`config.mk`:
```
export PLATFORM = sky130hd
export DESIGN_NAME = gpio_pad_reg
export DESIGN_NICKNAME = d
export VERILOG_FILES = /design/src/rtl/gpio_pad_pkg.sv /design/src/rtl/gpio_pad_ctrl.sv /design/src/rtl/gpio_pad_dp.sv /design/src/rtl/gpio_pad_reg.sv
export SDC_FILE = /design/constraint.sdc
export NUM_CORES = 1
export LEC_CHECK = 0
export ABC_AREA = 1
export BUFFER_PORTS_ARGS = -buffer_cell sky130_fd_sc_hd__clkbuf_2
export CAP_MARGIN = 0
export CORE_UTILIZATION = 31
export DETAILED_ROUTE_END_ITERATION = 8
export MAX_ROUTING_LAYER = met4
export PLACE_DENSITY = 0.83
export SYNTH_ARGS = -nofsm -noshare
export SYNTH_HDL_FRONTEND = slang
export SYNTH_SLANG_ARGS = --single-unit
```
`constraint.sdc`:
```
create_clock -name clk -period 0.8 [get_ports clk]
set_input_delay 0.08 -clock clk [delete_from_list [all_inputs] [get_ports clk]]
set_output_delay 0.08 -clock clk [all_outputs]
set_load 0.01 [all_outputs]
```
`src/rtl/gpio_pad_pkg.sv`:
```
package gpio_pad_pkg;
  localparam int REG_W      = 32;
  localparam int PIN_CNT    = 2;
  localparam int PIN_STRIDE = 8;
  localparam int OFF_DIR    = 0;
  localparam int OFF_DIR_MK = 1;
  localparam int OFF_VAL    = 2;
  localparam int OFF_VAL_MK = 3;
  localparam int OFF_IN     = 4;
  localparam int OFF_PU_DIS = 5;

  // strobes and new field values from the write decoder to the datapath
  typedef struct packed {
    logic [PIN_CNT-1:0] dirLd;
    logic [PIN_CNT-1:0] dirNew;
    logic [PIN_CNT-1:0] valLd;
    logic [PIN_CNT-1:0] valNew;
    logic               puLd;
    logic [PIN_CNT-1:0] puNew;
  } padStrobe_t;
endpackage

```
`src/rtl/gpio_pad_ctrl.sv`:
```
module gpio_pad_ctrl
  import gpio_pad_pkg::*;
(
  input  logic             wEn,
  input  logic [REG_W-1:0] wData,
  output padStrobe_t       strobe
);
  logic unusedWData;
  assign unusedWData = ^wData;

  generate
    for (genvar p = 0; p < PIN_CNT; p++) begin : g_pin
      localparam int BASE = p * PIN_STRIDE;
      assign strobe.dirLd[p]  = wEn & wData[BASE + OFF_DIR_MK];
      assign strobe.dirNew[p] = wData[BASE + OFF_DIR];
      assign strobe.valLd[p]  = wEn & wData[BASE + OFF_VAL_MK];
      assign strobe.valNew[p] = wData[BASE + OFF_VAL];
      assign strobe.puNew[p]  = wData[BASE + OFF_PU_DIS];
    end
  endgenerate

  // pull-up disable bits have no mask: every write loads them
  assign strobe.puLd = wEn;
endmodule

```
`src/rtl/gpio_pad_dp.sv`:
```
module gpio_pad_dp
  import gpio_pad_pkg::*;
#(
  parameter int SYNC_STAGES = 2
) (
  input  logic               clk,
  input  logic               rstN,
  input  padStrobe_t         strobe,
  input  logic [PIN_CNT-1:0] extLow,
  output logic [PIN_CNT-1:0] padOe,
  output logic [PIN_CNT-1:0] padLevel,
  output logic [PIN_CNT-1:0] puDis,
  output logic [REG_W-1:0]   rData
);
  localparam int CNT_W = $clog2(SYNC_STAGES + 1);

  logic [PIN_CNT-1:0] dirQ;
  logic [PIN_CNT-1:0] valQ;
  logic [PIN_CNT-1:0] puQ;
  logic [PIN_CNT-1:0] syncQ [SYNC_STAGES];
  logic [CNT_W-1:0]   settleCnt;

  generate
    for (genvar p = 0; p < PIN_CNT; p++) begin : g_pin
      always_ff @(posedge clk or negedge rstN) begin
        if (!rstN) begin
          dirQ[p] <= 1'b0;
          valQ[p] <= 1'b0;
        end else begin
          if (strobe.dirLd[p]) dirQ[p] <= strobe.dirNew[p];
          if (strobe.valLd[p]) valQ[p] <= strobe.valNew[p];
        end
      end
    end
  endgenerate

  always_ff @(posedge clk or negedge rstN) begin
    if (!rstN)            puQ <= '0;
    else if (strobe.puLd) puQ <= strobe.puNew;
  end

  // open drain: only ever pull low
  assign padOe    = dirQ & ~valQ;
  assign padLevel = ~(padOe | extLow);
  assign puDis    = puQ;

  generate
    for (genvar s = 0; s < SYNC_STAGES; s++) begin : g_sync
      always_ff @(posedge clk or negedge rstN) begin
        if (!rstN)       syncQ[s] <= '0;
        else if (s == 0) syncQ[s] <= padLevel;
        else             syncQ[s] <= syncQ[(s == 0) ? 0 : s - 1];
      end
    end
  endgenerate

  always_ff @(posedge clk or negedge rstN) begin
    if (!rstN)                                settleCnt <= '0;
    else if (settleCnt != CNT_W'(SYNC_STAGES)) settleCnt <= settleCnt + 1'b1;
  end

  always_comb begin
    rData = '0;
    for (int p = 0; p < PIN_CNT; p++) begin
      rData[p*PIN_STRIDE + OFF_DIR]    = dirQ[p];
      rData[p*PIN_STRIDE + OFF_VAL]    = valQ[p];
      rData[p*PIN_STRIDE + OFF_IN]     = syncQ[SYNC_STAGES-1][p];
      rData[p*PIN_STRIDE + OFF_PU_DIS] = puQ[p];
    end
  end

  generate
    if (SYNC_STAGES == 2) begin : g_sync_chk
      for (genvar p = 0; p < PIN_CNT; p++) begin : g_pin_chk
        AST_SYNC_TWO_FLOP: assert property (@(posedge clk) disable iff (!rstN)
          (settleCnt == CNT_W'(SYNC_STAGES)) |-> (rData[p*PIN_STRIDE + OFF_IN] == $past(padLevel[p], 2)));
      end
    end
  endgenerate
endmodule

```
`src/rtl/gpio_pad_reg.sv`:
```
module gpio_pad_reg
  import gpio_pad_pkg::*;
#(
  parameter int SYNC_STAGES = 2
) (
  input  logic               clk,
  input  logic               rstN,
  input  logic               wEn,
  input  logic [REG_W-1:0]   wData,
  output logic [REG_W-1:0]   rData,
  input  logic [PIN_CNT-1:0] extLow,
  output logic [PIN_CNT-1:0] padOe,
  output logic [PIN_CNT-1:0] padLevel,
  output logic [PIN_CNT-1:0] puDis
);
  padStrobe_t strobe;

  gpio_pad_ctrl u_ctrl (
    .wEn    (wEn),
    .wData  (wData),
    .strobe (strobe)
  );

  gpio_pad_dp #(.SYNC_STAGES(SYNC_STAGES)) u_dp (
    .clk      (clk),
    .rstN     (rstN),
    .strobe   (strobe),
    .extLow   (extLow),
    .padOe    (padOe),
    .padLevel (padLevel),
    .puDis    (puDis),
    .rData    (rData)
  );

  generate
    for (genvar p = 0; p < PIN_CNT; p++) begin : g_chk
      localparam int B = p * PIN_STRIDE;
      AST_RELEASE_LINE: assert property (@(posedge clk) disable iff (!rstN)
        (wEn && wData[B+OFF_DIR_MK] && !wData[B+OFF_DIR]) |=> !padOe[p]);
      AST_DRIVE_LOW: assert property (@(posedge clk) disable iff (!rstN)
        (wEn && wData[B+OFF_DIR_MK] && wData[B+OFF_DIR] && wData[B+OFF_VAL_MK] && !wData[B+OFF_VAL])
        |=> (padOe[p] && !padLevel[p]));
      AST_HOLD_UNMASKED: assert property (@(posedge clk) disable iff (!rstN)
        (!wEn || (!wData[B+OFF_DIR_MK] && !wData[B+OFF_VAL_MK])) |=> (padOe[p] == $past(padOe[p])));
      AST_NEVER_DRIVE_HIGH: assert property (@(posedge clk) disable iff (!rstN)
        (wEn && wData[B+OFF_VAL_MK] && wData[B+OFF_VAL]) |=> !padOe[p]);
      AST_PULLUP_RW: assert property (@(posedge clk) disable iff (!rstN)
        wEn |=> (puDis[p] == $past(wData[B+OFF_PU_DIS])));
      AST_MASK_READ_ZERO: assert property (@(posedge clk) disable iff (!rstN)
        (!rData[B+OFF_DIR_MK] && !rData[B+OFF_VAL_MK]));
    end
  endgenerate
endmodule

```
==> metrics <==
Synth Register Bits=10; CTS tree=yes; post-synthesis cell area=roughly 600 sq um; TritonCTS buffer count=3; WL/cell=approximately 7.1 microns; clock buffer depth=2; clock slew at reported path FFs=60 ps; vias=roughly 440; Final Hold Viols=2; die area=roughly 0.0021 sq mm; crit-path cells=inv_1 > a21oi_2 > buf_2; Placer Congestion=0.578; fraction of layout cells with a size suffix above 1=a little under two fifths; cell count along the critical path=3; Avg Vias per Cell=3.48; Crit Path Category=flop to output pin; crit path max fanout=4; Synth Instances=70; grt ovf=0; clock root buffer=clkbuf_4; Tmin final=1050 ps; height of the die=~46 microns; Setup Skew=approximately 2.4 ps; dpl cells=117; Crit path required time=720 ps; Synth Area per Inst=about 8.5 sq um; failing checks=hold timing, setup timing; outcome=finished with violations; sequential area share after synthesis=a little over two fifths; max cap viols=0; power per cell area=around 1700 mW/mm^2; I/O Buffers=28; Critical path origin=u_dp.rData[2]; drt drc=0; nets=roughly 140; row cnt=15; Pleak=about 0.44 nW; initial antenna violation count=0; Worst EP arrival=970 ps; Detailed Route Iter0 Violations=2; Worst-Skew Late Latency=between 200 and 300 ps; overall power=between 0.001 and 0.0015 W; Final setup viols=14; CP endpoint kind=output pin; hold_ws=-24.9 ps; Largest delay share family, worst path=flip-flops; Achievable Freq=~950 MHz; synth unique cells=10; vias in the first global route=around 300; ANT cells=0; drt pass-1 iters=2; Die Span X=around 46 microns; H-tree levels=1; I/O Pins=between 70 and 80; Crit path largest cell delay=roughly 380 ps; Setup WS post-layout=-249 ps; hold path depth=2; gr usage total=under 10%; unrepaired setup endpoints after global routing=true; CTS sink cnt=10; Crit-path slowest cell=dfrtp_1; Synth warnings=0; largest net degree at the start of global routing=13; core area=approximately 0.0018 sq mm; Initial Util=33.9%; Synth-to-Final Area Change=20.3%; Final Util=approximately two fifths; antenna-violating nets left=0; Post-DP HPWL=roughly 710 microns; post-route insts no fill=125; Total Wirelength=a little under 900 microns; first-pass GRT wire length=1120 microns; reg2reg start=u_dp.rData[8]; Slew Viols, Final=0; Tcrit/Tclk final=131%; hold_sp=extLow[1]; IR Drop Worst-Case VDD=0.000681 V; Setup WS pre-CTS=~2.2 ps; Hold Path Class=input port to flop; worst r2r path cells=3; Post-CTS Hold Buffers=1; WP buf/inv=2; Worst setup SP type=flop
==> cell usage in the layout (no fill, tap or decap), drive strengths merged <==
master and instances:
a21oi 2, buf 13, clkbuf 22, conb 24, dfrtp 10, dlygate4sd3 1, inv 6, nand2 14
nand3 4, nor2 2, o21ai 2
==> stage by stage <==
stage | setup TNS (ps) | instance area, sq um
after floorplan | 0 | 692
after global placement | 0 | 642
after detailed placement | 0 | 642
after CTS | -1770 | 697
after global routing | -2300 | 719
final | -1520 | 719
==> Yosys cell counts <==
library cell | instances | area share, %
a21oi_1 | 2 | 1.7
buf_4 | 28 | 35
buf_6 | 1 | 1.9
conb_1 | 1 | 0.63
dfrtp_1 | 10 | 42
inv_1 | 6 | 3.8
nand2_1 | 14 | 8.8
nand3_1 | 4 | 3.3
nor2_1 | 2 | 1.3
o21ai_0 | 2 | 1.7
==> kinds of logic (layout without fill, tap and decap cells) <==
| group | count (synthesis) | count (layout) | share of synthesized area (%) |
|---|---|---|---|
| other | 1 | 24 | 0.627 |
| AND/OR/NAND/NOR | 20 | 20 | 13.4 |
| flip-flops | 10 | 10 | 41.8 |
| buffers and inverters | 35 | 42 | 40.8 |
| AO/OA/AOI/OAI | 4 | 4 | 3.35 |
==> layer usage <==
metal  part of all wire [%]  GRT usage, %  vias to the layer above
li1                       -             -                      222
met1                     36          6.78                      179
met2                     50          13.8                       32
met3                     12          8.33                        2
met4                   0.90          7.06                        0
met5                      0             -                        -
==> power breakdown <==
| group | internal, W | switching, W | total (W) |
|---|---|---|---|
| logic | 0.000147 | 0.000187 | 0.000334 |
| clock network | 0.000173 | 0.000153 | 0.000326 |
| registers | 0.000560 | 0.0000386 | 0.000599 |
| total | 0.000881 | 0.000378 | 0.00126 |
==> area by class of cell <==
type                            count  area [sq um]
Clock buffer                        3          22.5
Fill cell                         206          1040
Timing Repair Buffer               33           193
Tap cell                           25          31.3
Multi-Input combinational cell     48           200
Inverter                            6          22.5
Sequential cell                    10           250
==> timing repair <==
item / CTS / global route
resized for setup: 0 / 12
setup buffers: 3 / 1
endpoints found under the hold margin: 12 / 2
pin swaps: 0 / 1
endpoints found under the setup margin: 14 / 15
==> flip-flops by register name, indices dropped and copies added, names as in the netlist <==
register,count
u_dp.puDis,2
u_dp.rData,6
u_dp.syncQ,2
==> worst paths after layout <==
| check | end | slack, ps |
|---|---|---|
| setup / recovery | padLevel[0] | -250 |
| hold / removal | u_dp.syncQ[3] | -20 |
| setup reg to reg | u_dp.rData[8] | 40 |
| hold reg to reg | u_dp.rData[12] | 350 |
| max in group asynchronous | u_dp.syncQ[3] | 370 |
| min in group asynchronous | u_dp.syncQ[2] | 230 |
Power figures use the tool's default switching activity.
